<file path="config.mk">
export PLATFORM = sky130hd
export DESIGN_NAME = bus_term_hold
export DESIGN_NICKNAME = d
export VERILOG_FILES = /design/src/rtl/bct_pkg.sv /design/src/rtl/bct_wait_timer.sv /design/src/rtl/bct_hold_gen.sv /design/src/rtl/bus_term_hold.sv
export SDC_FILE = /design/constraint.sdc
export NUM_CORES = 1
export LEC_CHECK = 0
export BUFFER_PORTS_ARGS = -buffer_cell sky130_fd_sc_hd__buf_2
export CAP_MARGIN = 5
export CORE_AREA = 5 5 42 44
export DETAILED_ROUTE_END_ITERATION = 12
export DIE_AREA = 0 0 47 49
export SLEW_MARGIN = 0
export SYNTH_ARGS = -nofsm -noshare
export SYNTH_HDL_FRONTEND = slang
export SYNTH_SLANG_ARGS = --single-unit
</file>
<file path="constraint.sdc">
create_clock -name clk -period 2.14 [get_ports clk]
set_input_delay 0.428 -clock clk [delete_from_list [all_inputs] [get_ports clk]]
set_output_delay 0.428 -clock clk [all_outputs]
set_load 0.01 [all_outputs]
</file>
<file path="src/rtl/bct_pkg.sv">
package bct_pkg;
  typedef enum logic {
    MODE_RELAXED = 1'b0,
    MODE_1X      = 1'b1
  } mode_e;
endpackage

</file>
<file path="src/rtl/bct_wait_timer.sv">
module bct_wait_timer #(
  parameter int WAIT_W = 4
) (
  input  logic              clk,
  input  logic              rst,
  input  logic              data_act,
  input  logic [WAIT_W-1:0] wait_cfg,
  output logic              term
);
  localparam logic [WAIT_W-1:0] ONE  = {{(WAIT_W-1){1'b0}}, 1'b1};
  localparam logic [WAIT_W-1:0] ZERO = '0;

  logic              busy;
  logic [WAIT_W-1:0] cnt;
  logic              at_zero;

  always_comb begin
    if (busy) at_zero = (cnt == ZERO);
    else      at_zero = (wait_cfg == ZERO);
  end

  assign term = !rst && data_act && at_zero;

  always_ff @(posedge clk) begin
    if (rst) begin
      busy <= 1'b0;
      cnt  <= ZERO;
    end else if (!data_act) begin
      busy <= 1'b0;
    end else if (at_zero) begin
      busy <= 1'b0;
    end else if (!busy) begin
      busy <= 1'b1;
      cnt  <= wait_cfg - ONE;
    end else begin
      cnt  <= cnt - ONE;
    end
  end
endmodule

</file>
<file path="src/rtl/bct_hold_gen.sv">
module bct_hold_gen (
  input  logic             rst,
  input  bct_pkg::mode_e   mode,
  input  logic             arb_busy,
  input  logic             addr_act,
  input  logic             term,
  output logic             hold
);
  logic rule_hold;

  always_comb begin
    rule_hold = 1'b0;
    if (mode == bct_pkg::MODE_1X) rule_hold = term && addr_act;
  end

  assign hold = !rst && (arb_busy || rule_hold);
endmodule

</file>
<file path="src/rtl/bus_term_hold.sv">
module bus_term_hold #(
  parameter int WAIT_W = 4
) (
  input  logic              clk,
  input  logic              rst,
  input  logic              addr_act,
  input  logic              data_act,
  input  logic [WAIT_W-1:0] wait_cfg,
  input  logic              arb_busy,
  input  logic              mode_1x,
  output logic              term,
  output logic              hold
);
  bct_pkg::mode_e mode;
  logic           term_int;

  assign mode = mode_1x ? bct_pkg::MODE_1X : bct_pkg::MODE_RELAXED;

  bct_wait_timer #(.WAIT_W(WAIT_W)) u_timer (
    .clk      (clk),
    .rst      (rst),
    .data_act (data_act),
    .wait_cfg (wait_cfg),
    .term     (term_int)
  );

  bct_hold_gen u_hold (
    .rst      (rst),
    .mode     (mode),
    .arb_busy (arb_busy),
    .addr_act (addr_act),
    .term     (term_int),
    .hold     (hold)
  );

  assign term = term_int;
endmodule

</file>
======== After elaboration in Yosys (flattened, before gate mapping) ========
Index checks and enable logic that the tools add are counted.
cells by class
  $add $sub $neg .......................... 2
  multiplexer cells ....................... 5
  bitwise operators ....................... 2
  reductions and logical operators ........ 10
operator list
  cell                   number
  $logic_not A4 Y1       2
  $sub A4 B1 Y4 const B  2
  $logic_and A1 B1 Y1    4
  $mux W1                4
  $mux W4                1
  $not A1 Y1             2
  $reduce_and A2 Y1      1
  $reduce_or A2 Y1       1
  $logic_not A1 Y1       1
  $logic_or A1 B1 Y1     1
word-level totals
  register bits after elaboration ......... 5
  output and inout bits ................... 2
  word-level logic and storage cells ...... 21

======== Depth between registers and ports, before layout ========
Gate-level depths: netlist of the first run.
  depth after elaboration ................. 7
  mapped depth ............................ 6

======== Modules after synthesis ========
A second synthesis of the first run with hierarchy kept.
second synthesis, totals
  cell total of the unflattened synthesis .. 36
  area total of the unflattened synthesis .. 346.6 µm²
modules (own cells, without submodules)
  module          times used  cells each  area an instance (µm²)  sequential area each (µm²)
  bct_wait_timer  1           34          336.6                   100.1
  bct_hold_gen    1           2           10.0                    0.0

======== Least setup slack after synthesis of the first run ========
OpenSTA, ideal clock, no wires.
  kind .................................... input-to-output
  start ................................... input port wait_cfg[0]
  end ..................................... output port hold
  arrival ................................. 1.489 ns
  required time ........................... 1.712 ns
  path slack .............................. 0.223 ns
  stages .................................. 4
  buffers on the path ..................... 0
  cells stage by stage .................... or4_4 o22ai_1 a41oi_1 nor2_1
between the ends
  cells in the longest elaborated chain, start to end .. 7
RTL lines
  element              RTL line              text
  start: declaration   bus_term_hold.sv:8    input logic [WAIT_W-1:0] wait_cfg,
  $logic_not A4 Y1     bct_wait_timer.sv:19  else at_zero = (wait_cfg == ZERO);
  $mux W1              bct_wait_timer.sv:18  if (busy) at_zero = (cnt == ZERO);
  $logic_and A1 B1 Y1  bct_wait_timer.sv:22  assign term = !rst && data_act && at_zero;
  $logic_and A1 B1 Y1  bct_hold_gen.sv:13    if (mode == bct_pkg::MODE_1X) rule_hold = term && addr_act;
  $mux W1              bct_hold_gen.sv:13
  $logic_or A1 B1 Y1   bct_hold_gen.sv:16    assign hold = !rst && (arb_busy || rule_hold);
  $logic_and A1 B1 Y1  bct_hold_gen.sv:16
  end: declaration     bus_term_hold.sv:12   output logic hold
No other way between the ends.

======== Worst setup path after layout of the first run ========
  start ................................... register u_timer.cnt[0]
  end ..................................... output port hold
between the ends
  cells in the longest elaborated chain, start to end .. 7
RTL lines
  element                   RTL line              text
  start: declaration        bct_wait_timer.sv:14  logic [WAIT_W-1:0] cnt;
  start signal: assignment  bct_wait_timer.sv:34  cnt <= wait_cfg - ONE;
  start signal: assignment  bct_wait_timer.sv:36  cnt <= cnt - ONE;
  $logic_not A4 Y1          bct_wait_timer.sv:18
  $mux W1                   bct_wait_timer.sv:18
  $logic_and A1 B1 Y1       bct_wait_timer.sv:22
  $logic_and A1 B1 Y1       bct_hold_gen.sv:13
  $mux W1                   bct_hold_gen.sv:13
  $logic_or A1 B1 Y1        bct_hold_gen.sv:16
  $logic_and A1 B1 Y1       bct_hold_gen.sv:16
No other way between the ends.

==> impl_metrics.py, run 1 <==
metrics = {
    "clock_network": {
        "cts_max_level": 1,
        "cts_hold_buf": 0,
        "cts.sinks": 5,
        "clock_path_buffers": 2,
        "cts-buffers-inserted": 3,
        "clkTransAtPathRegs_ps": 40,
        "ctsRootBufferMaster": "clkbuf_4",
        "cts_tree": "done",
        "clkLatencyLatePin_ps": 240,
    },
    "synth": {
        "syn-num-nets": 51,
        "yosysTopAreaCellShare": 0.2867,
        "synth-edff-count": 0,
        "syn_area_um2": 349.1,
        "synth_area_leader_cell": "dfxtp_1",
        "ys.warnings.count": 0,
        "synth_commonest_cells": "dfxtp_1 (5), nand2_1 (5), nor2_1 (5), mux2i_1 (3)",
        "synth_area_per_cell_um2": 8.727,
        "ys_ff_latch": 5,
        "yosysSeqAreaShare": 0.2867,
        "synthCells": 40,
        "synth_area_leaders": "dfxtp_1 (29%), mux2i_1 (8.6%), o221ai_4 (7.5%)",
        "synth_ff_type": "dfxtp_1",
        "synth_cell_types": 23,
        "async_reset_ff_frac": 0,
    },
    "setup_path": {
        "slowest_delay_ps": 550,
        "path_buf_inv": 1,
        "critical_path_arrival_ps": 1670,
        "crit_slowest_cell": "or4b_4",
        "crit_fanout": 3,
        "path_class": "reg2out",
        "path_cells": "or4b_4 -> o22ai_4 -> a41oi_2 -> nor2_1 -> buf_2",
        "endpoint_kind": "output pin",
        "cp-start-kind": "flop",
        "cp.required_ps": 1710,
        "cp_top_family": "simple AND/OR/NAND/NOR gates",
    },
    "route": {
        "dr_wl_met2_um": 451,
        "drt_first_pass_iters": 4,
        "wire_per_inst_um": 12.54,
        "drc": 0,
        "routed.top_layer": "met4",
        "num_vias": 386,
        "wl_met3_um": 86,
        "met1Wirelength_um": 375,
        "via_per_inst": 5.216,
        "drtIter0Drc": 9,
        "wirelength_um": 928,
        "ant_nets": 0,
    },
    "global_route": {
        "grt_start_max_net_pins": 9,
        "grt_pass1_wl_mm": 1.311,
        "grt_use_total": 0.08158,
        "overflow": 0,
        "antenna_found_initial": 0,
        "grt_pass1_vias": 321,
    },
    "placement": {
        "gp_congestion": 0.6838,
        "hpwl_um": 641.3,
        "dpl.cell_count": 67,
        "pre_cts_ws_ps": 53.72,
        "placed_cell_area_um2": 424.2,
        "port_buffers": 11,
    },
    "power_and_ir_drop": {
        "p_comb_frac": 0.284,
        "power_frac_clock": 0.346,
        "power_density_nw_per_um2": 609.5,
        "peakVddDrop_mv": 0.2103,
        "p_switching_w": 0.00008732,
        "leakagePower_nw": 0.2004,
        "swShare": 0.2863,
        "p_int_w": 0.0002177,
        "power_frac_seq": 0.369,
    },
    "final_layout": {
        "final_nets": 70,
        "layout.cells.non_filler": 74,
        "antenna_cells": 0,
        "multi_input_area_um2": 259.0,
        "area_growth_pct": 43.37,
        "drive_above_1_share": 0.4483,
        "postLayoutCellArea_um2": 500.5,
        "seq_area_um2": 102.6,
        "fill_cells": 149,
    },
    "sta": {
        "period_minus_slack_ps": 2102,
        "worstMarginPinSlew_ps": 293.0,
        "fin_ws_ps": 38.43,
        "finClkSkew_ps": 0.3951,
        "finalSetupViolations": 0,
        "slew_headroom": 0.7991,
        "finalHoldViolations": 0,
        "max_freq_ghz": 0.4758,
        "fin_crit_sh": 0.9820,
        "finalMaxSlewViolations": 0,
        "rsz0062_at_grt": "true",
    },
    "die": {
        "die_area_um2": 2303,
        "io_pins": 12,
        "dieWidth_um": 47,
        "core_area_um2": 1401,
        "start_util": 0.2491,
        "die_h_um": 49,
        "rows": 14,
    },
    "job": {
        "maxCapViolations": 0,
    },
    "status": {
        "status": "finished clean",
    },
    "worst_hold_path": {
        "hold_class": "in2reg",
    },
}
## cells by family after synthesis
logic type                 synth area share
muxes                               0.08602
buffers and inverters               0.04300
AOI/OAI and AO/OA                    0.2330
DFF                                  0.2867
and+or+nand+nor                      0.3154
adders and majority gates           0.03584
## worst paths after layout
path	from	endpoint	slack (ps)	depth (start not counted)
max	u_timer.cnt[0]$_SDFFE_PP0P_	hold	40	5
min	rst	u_timer.cnt[1]$_SDFFE_PP0P_	470	2
max reg2reg	u_timer.cnt[0]$_SDFFE_PP0P_	u_timer.cnt[2]$_SDFFE_PP0P_	450	5
min reg2reg	u_timer.cnt[1]$_SDFFE_PP0P_	u_timer.cnt[1]$_SDFFE_PP0P_	480	2
## sequential cells by signal (all words and copies together) (netlist names)
| name | flops |
|---|---|
| u_timer.cnt | 4 |
| u_timer.busy | 1 |
## metrics by stage
| stage | hold WS (ps) | util | setup TNS, ps | total power, W |
|---|---|---|---|---|
| after floorplan | 444.2 | - | 0 | 0.0001587 |
| after global placement | 462.2 | 0.3027 | 0 | 0.0001799 |
| after detailed placement | 469.1 | 0.3027 | 0 | 0.0001813 |
| after CTS | 454.6 | 0.3286 | 0 | 0.0002944 |
| after global routing | 472.1 | 0.3571 | -47.61 | 0.0003334 |
| final | 472.3 | 0.3571 | 0 | 0.0003051 |
## per-layer routing
metal / vias up / GRT usage
met5: - / 0
met4: 0 / 0.06912
met3: 2 / 0.04797
met2: 20 / 0.1109
met1: 176 / 0.08534
li1: 188 / -
## worst reg2reg max path, stage by stage, from the launching register on
cell      delay (ps)
dfxtp_2          310
or4b_4           550
buf_4            160
o221ai_4         270
o21ai_1          110
a31oi_1          200
## area by class of cell
cell class / count / area share
Multi-Input combinational cell: 33 / 0.5175
Sequential cell: 5 / 0.2050
Timing Repair Buffer: 16 / 0.1850
Clock buffer: 4 / 0.05250
Tap cell: 16 / 0.04000
## power groups by stage
| stage | Combinational, W | Clock [W] | Sequential, W |
|---|---|---|---|
| finish | 0.0000868 | 0.000106 | 0.000113 |
| global route | 0.0000942 | 0.000126 | 0.000113 |
| floorplan | 0.0000493 | 0 | 0.000109 |
| CTS | 0.0000723 | 0.000111 | 0.000111 |
| global placement | 0.0000678 | 0 | 0.000112 |
| detailed placement | 0.0000693 | 0 | 0.000112 |
## cell usage in the layout, fill, tap and decap left out, drive strengths merged, types with 2 or more instances in the layout
cell type	instances
a21oi	2
buf	16
clkbuf	4
dfxtp	5
mux2i	3
nand2	5
nand2b	2
nor2	5
or2	2
## repair_timing
action,in CTS,in global routing
setup buffers,0,3
gates resized for setup,2,4
pin swaps,0,6
endpoints found under the setup margin,1,2
Note: power is estimated with default switching activity, not from simulation.
==> run 2: changes to the inputs <==
==> constraint.sdc (replaced) <==
create_clock -name clk -period 2.14 [get_ports clk]
set_input_delay 0.214 -clock clk [delete_from_list [all_inputs] [get_ports clk]]
set_output_delay 0.214 -clock clk [all_outputs]
set_load 0.01 [all_outputs]
==> impl_metrics.py, run 2 (same netlist as run 1, synthesis figures left out) <==
metrics = {
    "status": {
        "status": "finished clean",
    },
    "route": {
        "wire_per_inst_um": 11.30,
        "drc": 0,
        "ant_nets": 0,
        "wirelength_um": 780,
        "drtIter0Drc": 4,
        "drt_first_pass_iters": 2,
        "via_per_inst": 4.957,
        "num_vias": 342,
    },
    "setup_path": {
        "crit_fanout": 11,
        "path_cells": "or4b_1 -> o22ai_2 -> a41oi_1 -> nor2_1 -> buf_2",
        "path_class": "reg2out",
        "cp.required_ps": 1930,
        "path_buf_inv": 1,
        "slowest_delay_ps": 540,
        "cp-start-kind": "flop",
        "cp_top_family": "simple AND/OR/NAND/NOR gates",
        "crit_slowest_cell": "or4b_1",
        "critical_path_arrival_ps": 1780,
        "endpoint_kind": "output pin",
    },
    "sta": {
        "finalHoldViolations": 0,
        "fin_crit_sh": 0.9332,
        "slew_headroom": 0.8213,
        "fin_tns_setup_ps": 0,
        "finalSetupViolations": 0,
        "finalMaxSlewViolations": 0,
        "rsz0062_at_grt": "false",
        "worstMarginPinSlew_ps": 260.6,
        "max_freq_ghz": 0.5008,
        "finClkSkew_ps": 1.900,
        "period_minus_slack_ps": 1997,
    },
    "power_and_ir_drop": {
        "p_comb_frac": 0.230,
        "power_frac_seq": 0.400,
        "finalPower_w": 0.0002834,
        "p_int_w": 0.0002049,
        "p_switching_w": 0.00007847,
        "leakagePower_nw": 0.1744,
        "power_frac_clock": 0.370,
        "peakVddDrop_mv": 0.1637,
        "swShare": 0.2769,
        "power_density_nw_per_um2": 639.8,
    },
    "final_layout": {
        "largest_reg_flops": 4,
        "finish.utilization": 0.3161,
        "final_nets": 65,
        "drive_above_1_share": 0.3396,
        "top_regs": "u_timer.cnt x4, u_timer.busy x1",
        "antenna_cells": 0,
        "layout_commonest_cell": "buf_2",
        "layout.cells.non_filler": 69,
        "area_growth_pct": 26.88,
        "fill_cells": 168,
        "most-common-layout-cells": "buf_2 (11), nand2_1 (5), nor2_1 (5)",
        "top_register": "u_timer.cnt",
    },
    "clock_network": {
        "cts-buffers-inserted": 3,
        "ctsRootBufferMaster": "clkbuf_4",
        "clkLatencyLatePin_ps": 230,
        "cts_tree": "done",
        "cts.sinks": 5,
        "cts_max_level": 1,
        "clkTransAtPathRegs_ps": 40,
        "clock_path_buffers": 2,
        "cts_hold_buf": 0,
    },
    "placement": {
        "gp_congestion": 0.7179,
        "dpl.cell_count": 65,
        "port_buffers": 11,
        "hpwl_um": 621.6,
    },
    "worst_hold_path": {
        "hold_class": "in2reg",
    },
    "die": {
        "die_h_um": 49,
        "dieWidth_um": 47,
        "core_area_um2": 1401,
        "die_area_um2": 2303,
        "rows": 14,
        "io_pins": 12,
        "start_util": 0.2491,
    },
    "global_route": {
        "overflow": 0,
        "grt_pass1_vias": 286,
        "grt_pass1_wl_mm": 1.186,
        "grt_start_max_net_pins": 12,
        "antenna_found_initial": 0,
        "grt_use_total": 0.07324,
    },
    "job": {
        "maxCapViolations": 0,
    },
}
[run 2: path summary, 6_finish.rpt]
path / from / slack (ps) / endpoint / depth (start not counted)
setup / recovery: u_timer.busy$_SDFF_PP0_ / 140 / hold / 5
setup reg to reg: u_timer.busy$_SDFF_PP0_ / 490 / u_timer.cnt[0]$_SDFFE_PP0P_ / 4
hold reg to reg: u_timer.cnt[3]$_SDFFE_PP0P_ / 480 / u_timer.cnt[3]$_SDFFE_PP0P_ / 2
hold / removal: rst / 250 / u_timer.cnt[1]$_SDFFE_PP0P_ / 2
[run 2: cell type report]
class / instances / area (um2) / area share
flip-flops and latches: 5 / 101.3 / 0.2288
repair buffers: 11 / 55.05 / 0.1243
well taps: 16 / 20.02 / 0.04520
clock buffers: 4 / 26.28 / 0.05932
multi-input cells: 33 / 240.2 / 0.5424
[run 2: per-stage QoR]
stage / worst slack (ps) / instance area [um2] / hold slack (ps)
finish: 143.1 / 442.9 / 250.6
global route: 26.34 / 442.9 / 254.7
CTS: 67.96 / 436.7 / 242.3
detailed placement: 221.0 / 409.1 / 475.9
global placement: 237.6 / 409.1 / 464.8
floorplan: 458.5 / 349.1 / 363.6
[run 2: what timing repair did]
action,in CTS,in global routing
setup endpoints to repair,1,1
buffers inserted,0,0
gates resized for setup,1,1
[run 2: power groups by stage]
stage | clock network, W | logic, W | registers (W)
final | 0.000105 | 0.0000652 | 0.000113
after global routing | 0.000118 | 0.0000732 | 0.000115
after CTS | 0.000111 | 0.0000643 | 0.000113
after detailed placement | 0 | 0.0000640 | 0.000114
after global placement | 0 | 0.0000630 | 0.000114
after floorplan | 0 | 0.0000493 | 0.000109
[run 2: per-layer routing]
metal	global-route usage	vias to the layer above	wire (um)
met5	0	-	0
met4	0.06912	0	0
met3	0.02214	0	52
met2	0.08824	10	373
met1	0.09670	155	354
li1	-	177	-
==> run 3: changes to the inputs <==
--- a/config.mk
+++ b/config.mk
@@ -5,6 +5,7 @@
 export SDC_FILE = /design/constraint.sdc
 export NUM_CORES = 1
 export LEC_CHECK = 0
+export ABC_AREA = 1
 export BUFFER_PORTS_ARGS = -buffer_cell sky130_fd_sc_hd__buf_2
 export CAP_MARGIN = 5
 export CORE_AREA = 5 5 42 44
==> impl_metrics.py, run 3 <==
metrics = {
    "status": {
        "status": "finished clean",
    },
    "global_route": {
        "grt_pass1_wl_mm": 1.352,
        "grt_start_max_net_pins": 8,
        "grt_use_total": 0.08386,
        "grt_pass1_vias": 370,
        "antenna_found_initial": 0,
        "top_usage_layer": "met2",
        "grtUsageMet2": 0.1290,
        "overflow": 0,
        "use_met1": 0.08370,
        "grt_util_met3": 0.06642,
    },
    "final_layout": {
        "most-common-layout-cells": "nand2_1 (17), inv_1 (13), nor2_1 (11), buf_2 (11), dfxtp_1 (5)",
        "top_regs": "u_timer.cnt x4, u_timer.busy x1",
        "layout_commonest_cell": "nand2_1",
        "seq_area_um2": 100.1,
        "final_nets": 89,
        "area_growth_pct": 28.32,
        "largest_reg_flops": 4,
        "fill_cells": 162,
        "drive_above_1_share": 0.2338,
        "finish.utilization": 0.3277,
        "top_register": "u_timer.cnt",
        "antenna_cells": 0,
        "multi_input_area_um2": 205.2,
        "layout.cells.non_filler": 93,
    },
    "clock_network": {
        "clock_path_buffers": 2,
        "cts_hold_buf": 0,
        "cts-buffers-inserted": 3,
        "clkLatencyLatePin_ps": 240,
        "cts.sinks": 5,
        "cts_setup_buffers": 0,
        "cts_tree": "done",
        "cts_max_level": 1,
        "clkTransAtPathRegs_ps": 40,
        "ctsRootBufferMaster": "clkbuf_4",
        "cts_resized": 0,
    },
    "placement": {
        "dpl.cell_count": 89,
        "hpwl_um": 634,
        "port_buffers": 11,
        "gp_congestion": 0.7511,
        "pre_cts_ws_ps": 882.9,
    },
    "die": {
        "core_area_um2": 1401,
        "die_area_um2": 2303,
        "io_pins": 12,
        "start_util": 0.2554,
        "dieWidth_um": 47,
        "rows": 14,
        "die_h_um": 49,
    },
    "sta": {
        "slew_headroom": 0.8595,
        "worstMarginPinSlew_ps": 209.3,
        "rsz0062_at_grt": "false",
        "finalSetupViolations": 0,
        "fin_crit_sh": 0.7088,
        "fin_ws_ps": 623.1,
        "max_freq_ghz": 0.6592,
        "finalHoldViolations": 0,
        "finClkSkew_ps": 0.5762,
        "finalMaxSlewViolations": 0,
        "fin_tns_setup_ps": 0,
        "period_minus_slack_ps": 1517,
    },
    "synth": {
        "synth-edff-count": 0,
        "syn-num-nets": 73,
        "synth_most_common_cell": "nand2_1",
        "syn_area_um2": 357.8,
        "ys_ff_latch": 5,
        "synth_area_per_cell_um2": 5.772,
        "synth_ff_type": "dfxtp_1",
        "ys.warnings.count": 0,
        "yosysTopAreaCellShare": 0.2797,
        "synth_cell_types": 14,
        "synth_area_leaders": "dfxtp_1 (28%), nand2_1 (18%), inv_1 (14%)",
        "yosysSeqAreaShare": 0.2797,
        "synthCells": 62,
        "async_reset_ff_frac": 0,
        "synth_area_leader_cell": "dfxtp_1",
        "synth_commonest_cells": "nand2_1 (17), inv_1 (13), nor2_1 (11), dfxtp_1 (5)",
    },
    "setup_path": {
        "cp.required_ps": 1930,
        "r2r-end": "u_timer.cnt[2]$_SDFFE_PP0P_",
        "crit_slowest_cell": "dfxtp_1",
        "path_class": "reg2out",
        "crit_end": "hold",
        "critical_path_arrival_ps": 1300,
        "path_cells": "nand3_1 -> nand2_2 -> nand3_1 -> a21oi_1 -> buf_2",
        "crit_fanout": 7,
        "crit_start": "u_timer.busy$_SDFF_PP0_",
        "slowest_delay_ps": 420,
        "crit_top_cell": "nand3_1",
        "ff2ff_path_depth": 7,
        "reg2reg_from": "u_timer.busy$_SDFF_PP0_",
        "cp-start-kind": "flop",
        "r2r_slack_ps": 930,
        "endpoint_kind": "output pin",
    },
    "worst_hold_path": {
        "hold_class": "in2reg",
    },
    "route": {
        "wirelength_um": 759,
        "wire_per_inst_um": 8.161,
        "ant_nets": 0,
        "num_vias": 400,
        "drc": 0,
        "drtIter0Drc": 6,
        "via_per_inst": 4.301,
        "drt_first_pass_iters": 4,
    },
    "power_and_ir_drop": {
        "power_density_nw_per_um2": 637.4,
        "peakVddDrop_mv": 0.3358,
        "leakagePower_nw": 0.2744,
    },
    "job": {
        "maxCapViolations": 0,
    },
}
## run 3: power breakdown
| group | switching (W) | internal [W] |
|---|---|---|
| combinational | 0.0000418 | 0.0000307 |
| sequential | 0.00000662 | 0.000103 |
| clock | 0.0000397 | 0.0000706 |
## run 3: worst max-delay path, delay by kind of cell, from the launching register on
kind,cells,cell delay (ps)
flops,1,420
simple gates,3,390
buf+inv,1,140
compound gates,1,110
## run 3: layout make-up
type                            instances  share of cell area
Sequential cell                         5              0.2180
Inverter                               14              0.1144
Clock buffer                            4             0.05722
Timing Repair Buffer                   11              0.1199
Tap cell                               16             0.04360
Multi-Input combinational cell         43              0.4469
## run 3: kinds of logic (layout without fill, tap and decap cells)
| group | count (synthesis) | in the layout | synth area share |
|---|---|---|---|
| compound gates | 7 | 7 | 0.1049 |
| xor+xnor | 1 | 1 | 0.02448 |
| fa+ha+maj | 1 | 1 | 0.03496 |
| buf+inv | 14 | 29 | 0.1469 |
| flops | 5 | 5 | 0.2797 |
| simple gates | 34 | 34 | 0.4091 |
## run 3: layer usage
metal | vias up | part of all wire
li1 | 217 | -
met1 | 168 | 0.41
met2 | 13 | 0.48
met3 | 2 | 0.095
met4 | 0 | 0.0092
met5 | - | 0
## run 3: through the flow
stage / hold slack (ps) / total power, W / cell area, um2
finish: 286.5 / 0.0002927 / 459.2
global route: 313.1 / 0.0003212 / 459.2
CTS: 273.9 / 0.0003011 / 459.2
detailed placement: 471.6 / 0.0001849 / 432.9
global placement: 479.8 / 0.0001846 / 432.9
floorplan: 389.9 / 0.0001627 / 357.8
## run 3: worst min-delay path by stage
stage	from	endpoint	slack [ps]	cells after the start
2_1_floorplan	rst	u_timer.cnt[1]$_SDFFE_PP0P_	390	3
3_3_place_gp	u_timer.cnt[0]$_SDFFE_PP0P_	u_timer.cnt[0]$_SDFFE_PP0P_	480	2
3_5_place_dp	u_timer.cnt[0]$_SDFFE_PP0P_	u_timer.cnt[0]$_SDFFE_PP0P_	470	2
4_1_cts	rst	u_timer.cnt[1]$_SDFFE_PP0P_	270	4
5_1_grt	rst	u_timer.cnt[2]$_SDFFE_PP0P_	310	4
6_report	rst	u_timer.cnt[1]$_SDFFE_PP0P_	290	4
